**src/rtl/sx_pkg.sv**
```systemverilog
package sx_pkg;

    localparam int WORD_W    = 32;
    localparam int ADDR_W    = 5;
    localparam int SEL_N     = 3;
    localparam int RATE_W    = 3;
    localparam int SLOW_LOG  = 6;                      // log2 of the largest half-period
    localparam int DIV_W     = SLOW_LOG + 1;
    localparam int BITCNT_W  = $clog2(WORD_W) + 1;
    localparam int ALIGN_LOG = 5;

    localparam logic [ADDR_W-1:0] OFS_STAT  = 5'h00;
    localparam logic [ADDR_W-1:0] OFS_BASE  = 5'h04;
    localparam logic [ADDR_W-1:0] OFS_BYTES = 5'h08;
    localparam logic [ADDR_W-1:0] OFS_CTRL  = 5'h0C;
    localparam logic [ADDR_W-1:0] OFS_DATA  = 5'h10;

    // status word, bit 10 down to bit 0
    typedef struct packed {
        logic              present;
        logic [SEL_N-1:0]  sel;
        logic [RATE_W-1:0] rate;
        logic              done_st;
        logic              done_en;
        logic              ins_st;
        logic              ins_en;
    } stat_t;
    localparam int STAT_W = $bits(stat_t);

    // control word, bit 5 down to bit 0
    typedef struct packed {
        logic [1:0] nlen;
        logic [1:0] dir;
        logic       dma;
        logic       start;
    } ctrl_t;
    localparam int CTRL_W = $bits(ctrl_t);

    typedef enum logic {PH_LOW = 1'b0, PH_HIGH = 1'b1} phase_e;

    // log2 of the half-period in block clocks; the top code aliases the slowest
    function automatic logic [2:0] rate_log(input logic [RATE_W-1:0] code);
        if (code == '1) return 3'(SLOW_LOG);
        return 3'(SLOW_LOG) - code;
    endfunction

    // place received bits in the top bytes, keep the untouched low bytes
    function automatic logic [WORD_W-1:0] merge_rx(input logic [WORD_W-1:0] rx,
                                                   input logic [WORD_W-1:0] old,
                                                   input logic [1:0]        nlen);
        int unsigned       keep;
        logic [WORD_W-1:0] lowmask;
        keep    = WORD_W - 8 * (int'(nlen) + 1);
        lowmask = (WORD_W'(1) << keep) - WORD_W'(1);
        return (rx << keep) | (old & lowmask);
    endfunction

endpackage

```
**src/rtl/sx_rate_div.sv**
```systemverilog
module sx_rate_div
    import sx_pkg::*;
(
    input  logic              clk,
    input  logic              rst,
    input  logic              run,
    input  logic [RATE_W-1:0] rate,
    output logic              tick
);

    logic [DIV_W-1:0] cnt_q;
    logic [DIV_W-1:0] limit;

    assign limit = DIV_W'(1) << rate_log(rate);
    assign tick  = run && (cnt_q == limit - DIV_W'(1));

    always_ff @(posedge clk) begin
        if (rst || !run || tick) cnt_q <= '0;
        else                     cnt_q <= cnt_q + DIV_W'(1);
    end

endmodule

```
**src/rtl/sx_shifter.sv**
```systemverilog
module sx_shifter
    import sx_pkg::*;
(
    input  logic              clk,
    input  logic              rst,
    input  logic              go,
    input  logic [1:0]        nlen,
    input  logic [WORD_W-1:0] load,
    input  logic              tick,
    input  logic              sdi,
    output logic              busy,
    output logic              sclk,
    output logic              sdo,
    output logic              fin,
    output logic [WORD_W-1:0] rx_word
);

    logic [WORD_W-1:0]   tx_q;
    logic [WORD_W-1:0]   rx_q;
    logic                samp_q;
    logic [BITCNT_W-1:0] left_q;
    phase_e              ph_q;
    logic                busy_q;

    assign busy    = busy_q;
    assign sclk    = (ph_q == PH_HIGH);
    assign sdo     = tx_q[WORD_W-1];
    assign rx_word = {rx_q[WORD_W-2:0], samp_q};
    assign fin     = busy_q && tick && (ph_q == PH_HIGH) && (left_q == BITCNT_W'(1));

    always_ff @(posedge clk) begin
        if (rst) begin
            tx_q   <= '0;
            rx_q   <= '0;
            samp_q <= 1'b0;
            left_q <= '0;
            ph_q   <= PH_LOW;
            busy_q <= 1'b0;
        end else if (go && !busy_q) begin
            busy_q <= 1'b1;
            ph_q   <= PH_LOW;
            tx_q   <= load;
            rx_q   <= '0;
            left_q <= BITCNT_W'(8 * (int'(nlen) + 1));
        end else if (busy_q && tick) begin
            if (ph_q == PH_LOW) begin
                ph_q   <= PH_HIGH;
                samp_q <= sdi;
            end else begin
                ph_q   <= PH_LOW;
                tx_q   <= tx_q << 1;
                rx_q   <= rx_word;
                left_q <= left_q - BITCNT_W'(1);
                if (left_q == BITCNT_W'(1)) busy_q <= 1'b0;
            end
        end
    end

    p_idle_low_r12: assert property (@(posedge clk) disable iff (rst)
        !busy_q |-> (ph_q == PH_LOW));

    p_sdo_on_fall_r12: assert property (@(posedge clk) disable iff (rst)
        (busy_q && ph_q == PH_LOW && tick) |=> $stable(sdo));

    p_fin_ends_r6: assert property (@(posedge clk) disable iff (rst)
        fin |=> !busy_q);

endmodule

```
**src/rtl/sx_presence.sv**
```systemverilog
module sx_presence (
    input  logic clk,
    input  logic rst,
    input  logic pin,
    output logic present,
    output logic changed
);

    logic s1_q, s2_q, s3_q;

    always_ff @(posedge clk) begin
        if (rst) begin
            s1_q <= 1'b0;
            s2_q <= 1'b0;
            s3_q <= 1'b0;
        end else begin
            s1_q <= pin;
            s2_q <= s1_q;
            s3_q <= s2_q;
        end
    end

    assign present = s2_q;
    assign changed = s2_q ^ s3_q;

endmodule

```
**src/rtl/sx_channel.sv**
```systemverilog
module sx_channel
    import sx_pkg::*;
(
    input  logic                 clk,
    input  logic                 rst,
    input  logic                 bus_we,
    input  logic [ADDR_W-1:0]    bus_addr,
    input  logic [WORD_W-1:0]    bus_wdata,
    output logic [WORD_W-1:0]    bus_rdata,
    output logic                 irq,
    output logic                 sclk,
    output logic                 sdo,
    input  logic                 sdi,
    output logic [SEL_N-1:0]     cs,
    input  logic                 dev_present,
    output logic                 dma_run,
    output logic [WORD_W-1:0]    dma_base,
    output logic [WORD_W-1:0]    dma_bytes,
    input  logic                 dma_finish
);

    stat_t             stat_q;
    ctrl_t             ctrl_q;      // ctrl_q.start doubles as the DMA-active flag
    ctrl_t             rd_ctrl;
    stat_t             wstat;
    ctrl_t             wctrl;
    logic [WORD_W-1:0] data_q, base_q, bytes_q;

    logic wr_stat, wr_base, wr_bytes, wr_ctrl, wr_data;
    logic busy_imm, running, go_imm, fin, tick, done_set;
    logic present_s, ins_chg;
    logic [WORD_W-1:0] rx_word;

    assign wstat    = stat_t'(bus_wdata[STAT_W-1:0]);
    assign wctrl    = ctrl_t'(bus_wdata[CTRL_W-1:0]);
    assign wr_stat  = bus_we && (bus_addr == OFS_STAT);
    assign wr_base  = bus_we && (bus_addr == OFS_BASE);
    assign wr_bytes = bus_we && (bus_addr == OFS_BYTES);
    assign wr_ctrl  = bus_we && (bus_addr == OFS_CTRL);
    assign wr_data  = bus_we && (bus_addr == OFS_DATA);

    assign running  = busy_imm || ctrl_q.start;
    assign go_imm   = wr_ctrl && !running && wctrl.start && !wctrl.dma;
    assign done_set = fin || (ctrl_q.start && dma_finish);

    sx_rate_div u_div (
        .clk  (clk),
        .rst  (rst),
        .run  (busy_imm),
        .rate (stat_q.rate),
        .tick (tick)
    );

    sx_shifter u_shift (
        .clk     (clk),
        .rst     (rst),
        .go      (go_imm),
        .nlen    (wctrl.nlen),
        .load    (data_q),
        .tick    (tick),
        .sdi     (sdi),
        .busy    (busy_imm),
        .sclk    (sclk),
        .sdo     (sdo),
        .fin     (fin),
        .rx_word (rx_word)
    );

    sx_presence u_pres (
        .clk     (clk),
        .rst     (rst),
        .pin     (dev_present),
        .present (present_s),
        .changed (ins_chg)
    );

    always_ff @(posedge clk) begin
        if (rst) begin
            stat_q  <= '0;
            ctrl_q  <= '0;
            data_q  <= '0;
            base_q  <= '0;
            bytes_q <= '0;
        end else begin
            stat_q.present <= present_s;

            if (wr_stat) begin
                stat_q.ins_en  <= wstat.ins_en;
                stat_q.done_en <= wstat.done_en;
                if (!running) begin
                    stat_q.rate <= wstat.rate;
                    if ($countones(wstat.sel) <= 1) stat_q.sel <= wstat.sel;
                end
            end

            if (ins_chg)                      stat_q.ins_st <= 1'b1;
            else if (wr_stat && wstat.ins_st) stat_q.ins_st <= 1'b0;

            if (done_set)                      stat_q.done_st <= 1'b1;
            else if (wr_stat && wstat.done_st) stat_q.done_st <= 1'b0;

            if (wr_ctrl && !running) begin
                ctrl_q.nlen  <= wctrl.nlen;
                ctrl_q.dir   <= wctrl.dir;
                ctrl_q.dma   <= wctrl.dma;
                ctrl_q.start <= wctrl.start && wctrl.dma;
            end else if (ctrl_q.start && dma_finish) begin
                ctrl_q.start <= 1'b0;
            end

            if (wr_data && !running) data_q <= bus_wdata;
            else if (fin)            data_q <= merge_rx(rx_word, data_q, ctrl_q.nlen);

            if (wr_base)  base_q  <= {bus_wdata[WORD_W-1:ALIGN_LOG], {ALIGN_LOG{1'b0}}};
            if (wr_bytes) bytes_q <= {bus_wdata[WORD_W-1:ALIGN_LOG], {ALIGN_LOG{1'b0}}};
        end
    end

    always_comb begin
        rd_ctrl       = ctrl_q;
        rd_ctrl.start = running;
    end

    always_comb begin
        bus_rdata = '0;
        case (bus_addr)
            OFS_STAT:  bus_rdata = WORD_W'(stat_q);
            OFS_BASE:  bus_rdata = base_q;
            OFS_BYTES: bus_rdata = bytes_q;
            OFS_CTRL:  bus_rdata = WORD_W'(rd_ctrl);
            OFS_DATA:  bus_rdata = data_q;
            default:   bus_rdata = '0;
        endcase
    end

    assign irq       = (stat_q.ins_st && stat_q.ins_en) || (stat_q.done_st && stat_q.done_en);
    assign cs        = stat_q.sel;
    assign dma_run   = ctrl_q.start;
    assign dma_base  = base_q;
    assign dma_bytes = bytes_q;

    p_sel_onehot_r2: assert property (@(posedge clk) disable iff (rst)
        $onehot0(cs));

    p_sel_hold_r10: assert property (@(posedge clk) disable iff (rst)
        running |=> $stable(stat_q.sel));

    p_rate_hold_r10: assert property (@(posedge clk) disable iff (rst)
        running |=> $stable(stat_q.rate));

    p_done_at_end_r6: assert property (@(posedge clk) disable iff (rst)
        $fell(running) |-> stat_q.done_st);

    p_ins_set_r8: assert property (@(posedge clk) disable iff (rst)
        ins_chg |=> stat_q.ins_st);

    p_irq_quiet_r9: assert property (@(posedge clk) disable iff (rst)
        (!stat_q.ins_st && !stat_q.done_st) |-> !irq);

    p_dma_noclk_r11: assert property (@(posedge clk) disable iff (rst)
        ctrl_q.start |-> !sclk);

endmodule

```
**config.mk**
```make
export PLATFORM = sky130hd
export DESIGN_NAME = sx_channel
export DESIGN_NICKNAME = d
export VERILOG_FILES = /design/src/rtl/sx_pkg.sv /design/src/rtl/sx_rate_div.sv /design/src/rtl/sx_shifter.sv /design/src/rtl/sx_presence.sv /design/src/rtl/sx_channel.sv
export SDC_FILE = /design/constraint.sdc
export NUM_CORES = 1
export LEC_CHECK = 0
export ABC_AREA = 1
export BUFFER_PORTS_ARGS = -buffer_cell sky130_fd_sc_hd__buf_4
export CAP_MARGIN = 20
export CORE_MARGIN = 2
export CORE_UTILIZATION = 35
export DETAILED_ROUTE_END_ITERATION = 8
export MAX_ROUTING_LAYER = met4
export PLACE_DENSITY_LB_ADDON = 0.15
export RECOVER_POWER = 50
export SKIP_LAST_GASP = 1
export SLEW_MARGIN = 0
export SYNTH_ARGS = -nofsm -noshare
export SYNTH_HDL_FRONTEND = slang
export SYNTH_HIERARCHICAL = 1
export SYNTH_SLANG_ARGS = --single-unit
export TNS_END_PERCENT = 100
```
**constraint.sdc**
```tcl
create_clock -name clk -period 8.6 [get_ports clk]
set_input_delay 0.43 -clock clk [delete_from_list [all_inputs] [get_ports clk]]
set_output_delay 0.43 -clock clk [all_outputs]
set_load 0.005 [all_outputs]
```
==> results.sh <==
export IMPL_vias=9472
export IMPL_diodes=0
export IMPL_die_area_um2=28000
export IMPL_vias_per_cell=5.09
export IMPL_crit_path_start_kind="flop"
export IMPL_grt_max_degree=70
export IMPL_first_global_vias=8737
export IMPL_gp_congestion=0.867
export IMPL_grt_pass1_wl_mm=49.4
export IMPL_ir_drop_v=0.000128
export IMPL_setup_viol=0
export IMPL_hold_viol_final=0
export IMPL_routedWlPerCell_um=17.0
export IMPL_p_per_area_nw_per_um2=163
export IMPL_row_count=59
export IMPL_yosysWarnings=6
export IMPL_ctsResizeCount=0
export IMPL_worstHoldPathType="input port to flop"
export IMPL_worstSetupPathType="flop to flop"
export IMPL_cts_sink_count=185
export IMPL_numCtsBuffers=17
export IMPL_die_w_um=167
export IMPL_final_common_cell="nand2_1"
export IMPL_globalRouteOverflowTotal=0
export IMPL_dp_hpwl_mm=22.0
export IMPL_num_fill_cells=2896
export IMPL_hold_buffers=0
export IMPL_synth_edf_count=0
export IMPL_worst_setup_path_end_kind="flop"
export IMPL_synthToLayoutAreaGrowth_pct=16.9
export IMPL_drt_pass1_iterations=7
export IMPL_synthArstFlopShare_pct=0
export IMPL_final_cell_mix="nand2_1 (346), nor2_1 (314), dfxtp_1 (185)"
export IMPL_power_switching_mw=0.461
export IMPL_die_height_um=167
export IMPL_drc=3
export IMPL_outcome="finished with violations"
export IMPL_clock_path_buffers=2
export IMPL_worst_slack_ps=4300
export IMPL_htreeDepth=4
export IMPL_fin_tns_setup_ps=0
export IMPL_swShare_pct=25.8
export IMPL_cap_viol_max_count=2
export IMPL_synth_cell_types=38
export IMPL_antenna_found_initial=0
export IMPL_fin_hold_ws_ps=197
export IMPL_place_port_buffers=135
export IMPL_worst_pin_slew_ps=1630
export IMPL_start_util_pct=35.8
export IMPL_drtIter0Drc=829
export IMPL_postPlaceCellArea_um2=10400
export IMPL_combPwrFrac_pct=5.2
export IMPL_crit_arrival_ps=4670
export IMPL_io_pin_count=146
export IMPL_violations="DRC, capacitance limit, slew limit"
export IMPL_ant_nets=0
export IMPL_fmax_mhz=233
export IMPL_slew_violations=57
export IMPL_clkTransAtPathRegs_ps=80
export IMPL_core_area_um2=26100
export IMPL_fin_nets=1572
export IMPL_worst_ep_required_time_ps=8970
export IMPL_pwr_share_seq_pct=48.6
export IMPL_ctsRootBufferMaster="clkbuf_16"
export IMPL_post_route_period_util_pct=50.0
export IMPL_post_cts_buffers=0
export IMPL_synth_seq_area_share_pct=39.6
export IMPL_relSlewSlack_pct=-9.00
export IMPL_synthFlopType="dfxtp_1"
export IMPL_syn_cell_area_um2=9350
export IMPL_ys_ff_latch=185
export IMPL_drive_gt1_share_pct=12.7
export IMPL_cts_tree="built"
export IMPL_syn_inst=1433
export IMPL_avgSynthCellArea_um2=6.52
export IMPL_drt_total_wl_mm=31.7
export IMPL_clock_skew_ps=13.6
export IMPL_crit_fanout=40
export IMPL_place_ws_ps=4350
export IMPL_stdcell_area_um2=10900
export IMPL_internal_power_mw=1.32
export IMPL_min_period_ps=4300
export IMPL_insertion_delay_ps=440
export IMPL_rsz0062_at_grt="false"
export IMPL_leakagePower_nw=4.96
export IMPL_track_usage_pct=22.9
export IMPL_p_clk_share_pct=46.1
[power by group through the flow]
stage                     registers (mW)  clock network [mW]  logic [mW]
after floorplan                    0.885                   0      0.0505
after detailed placement           0.886                   0      0.0946
after global placement             0.886                   0      0.0947
after CTS                          0.866               0.831      0.0947
after global routing               0.867               0.870       0.102
final                              0.866               0.822      0.0934
[cells in the mapped netlist, types with 5 or more instances]
master | n | area [um2]
ha_1 | 15 | 188
o211ai_1 | 8 | 60.1
nand3_1 | 95 | 475
o22ai_1 | 10 | 62.6
nand2_1 | 344 | 1290
clkbuf_1 | 36 | 135
inv_1 | 78 | 293
nor2_4 | 5 | 56.3
buf_2 | 25 | 125
nor2_1 | 313 | 1170
inv_2 | 10 | 37.5
o21ai_1 | 33 | 165
nor3_1 | 43 | 215
a21oi_1 | 72 | 360
nand2_2 | 10 | 62.6
dfxtp_1 | 185 | 3700
o21ai_0 | 72 | 360
nand4_1 | 12 | 75.1
buf_4 | 20 | 150
o221ai_1 | 6 | 52.6
clkinv_1 | 7 | 26.3
[final cells by class]
type / count / area (um2) / area share (%)
timing repair buffer: 143 / 1020 / 9.35
sequential: 185 / 3700 / 33.9
clock buffer: 19 / 453 / 4.15
clock inverter: 13 / 145 / 1.33
inverter: 96 / 362 / 3.31
multi-input combinational: 1071 / 4820 / 44.1
tap: 335 / 419 / 3.84
[flip-flops by register name, indices dropped and copies added (netlist names), 3 cells and up]
name,flops
cs,3
u_shift/rx_q,31
ctrl_q,5
u_div/cnt_q,7
dma_bytes,27
u_shift/left_q,6
u_shift/tx_q,32
data_q,32
stat_q,8
dma_base,27
[worst paths after layout]
check | endpoint | startpoint | slack (ps) | cells past startpoint
setup / recovery | data_q[8]$_SDFFE_PP0P_ | stat_q[4]$_SDFFE_PP0P_ | 4300 | 22
hold / removal | u_pres/s1_q$_SDFF_PP0_ | dev_present | 200 | 3
setup reg to reg | data_q[8]$_SDFFE_PP0P_ | stat_q[4]$_SDFFE_PP0P_ | 4300 | 22
hold reg to reg | u_pres/present$_SDFF_PP0_ | u_pres/s1_q$_SDFF_PP0_ | 410 | 2
[critical path: stages (launching register included)]
cell     delay (ps)
dfxtp_1         360
ha_1            210
ha_1            390
nand2_1         130
ha_1            260
inv_1           100
nand2_1          60
nand2_1          70
nand2_1          50
nand2_1          50
nand2_1          50
nor2_1          110
nand3_2          90
inv_1            70
nand2_2          80
inv_2           100
nand2_2          40
buf_4           260
nor2_1          650
inv_1           110
nor2_1          590
nand3_1         180
a21oi_1         180
[routing by layer]
layer / vias to the layer above / track usage, % / share of wire, % / wire length, um
li1: 4739 / - / - / -
met1: 4429 / 30.6 / 48 / 15100
met2: 255 / 35.8 / 45 / 14400
met3: 49 / 3.43 / 4.2 / 1320
met4: 0 / 7.15 / 2.7 / 869
met5: - / - / 0 / 0
[stage by stage]
step           utilization [%]  total power [mW]  instances
2_1_floorplan                -             0.936       1442
3_3_place_gp              39.8             0.981       1830
3_5_place_dp              39.8             0.981       1830
4_1_cts                   42.1              1.79       1862
5_1_grt                   41.8              1.84       1862
6_report                  41.8              1.78       1862
[cell families (layout without fill, tap and decap cells)]
logic type	Yosys count	count (layout)	share of synthesized area, %
AO/OA/AOI/OAI	208	208	12.0
XOR/XNOR	5	5	0.469
adder cells (fa/ha/maj)	15	15	2.01
buffers and inverters	186	271	8.96
flip-flops	185	185	39.6
other	1	10	0.0401
AND/OR/NAND/NOR	833	833	36.9
No activity file was read; power rests on OpenSTA's default activity.
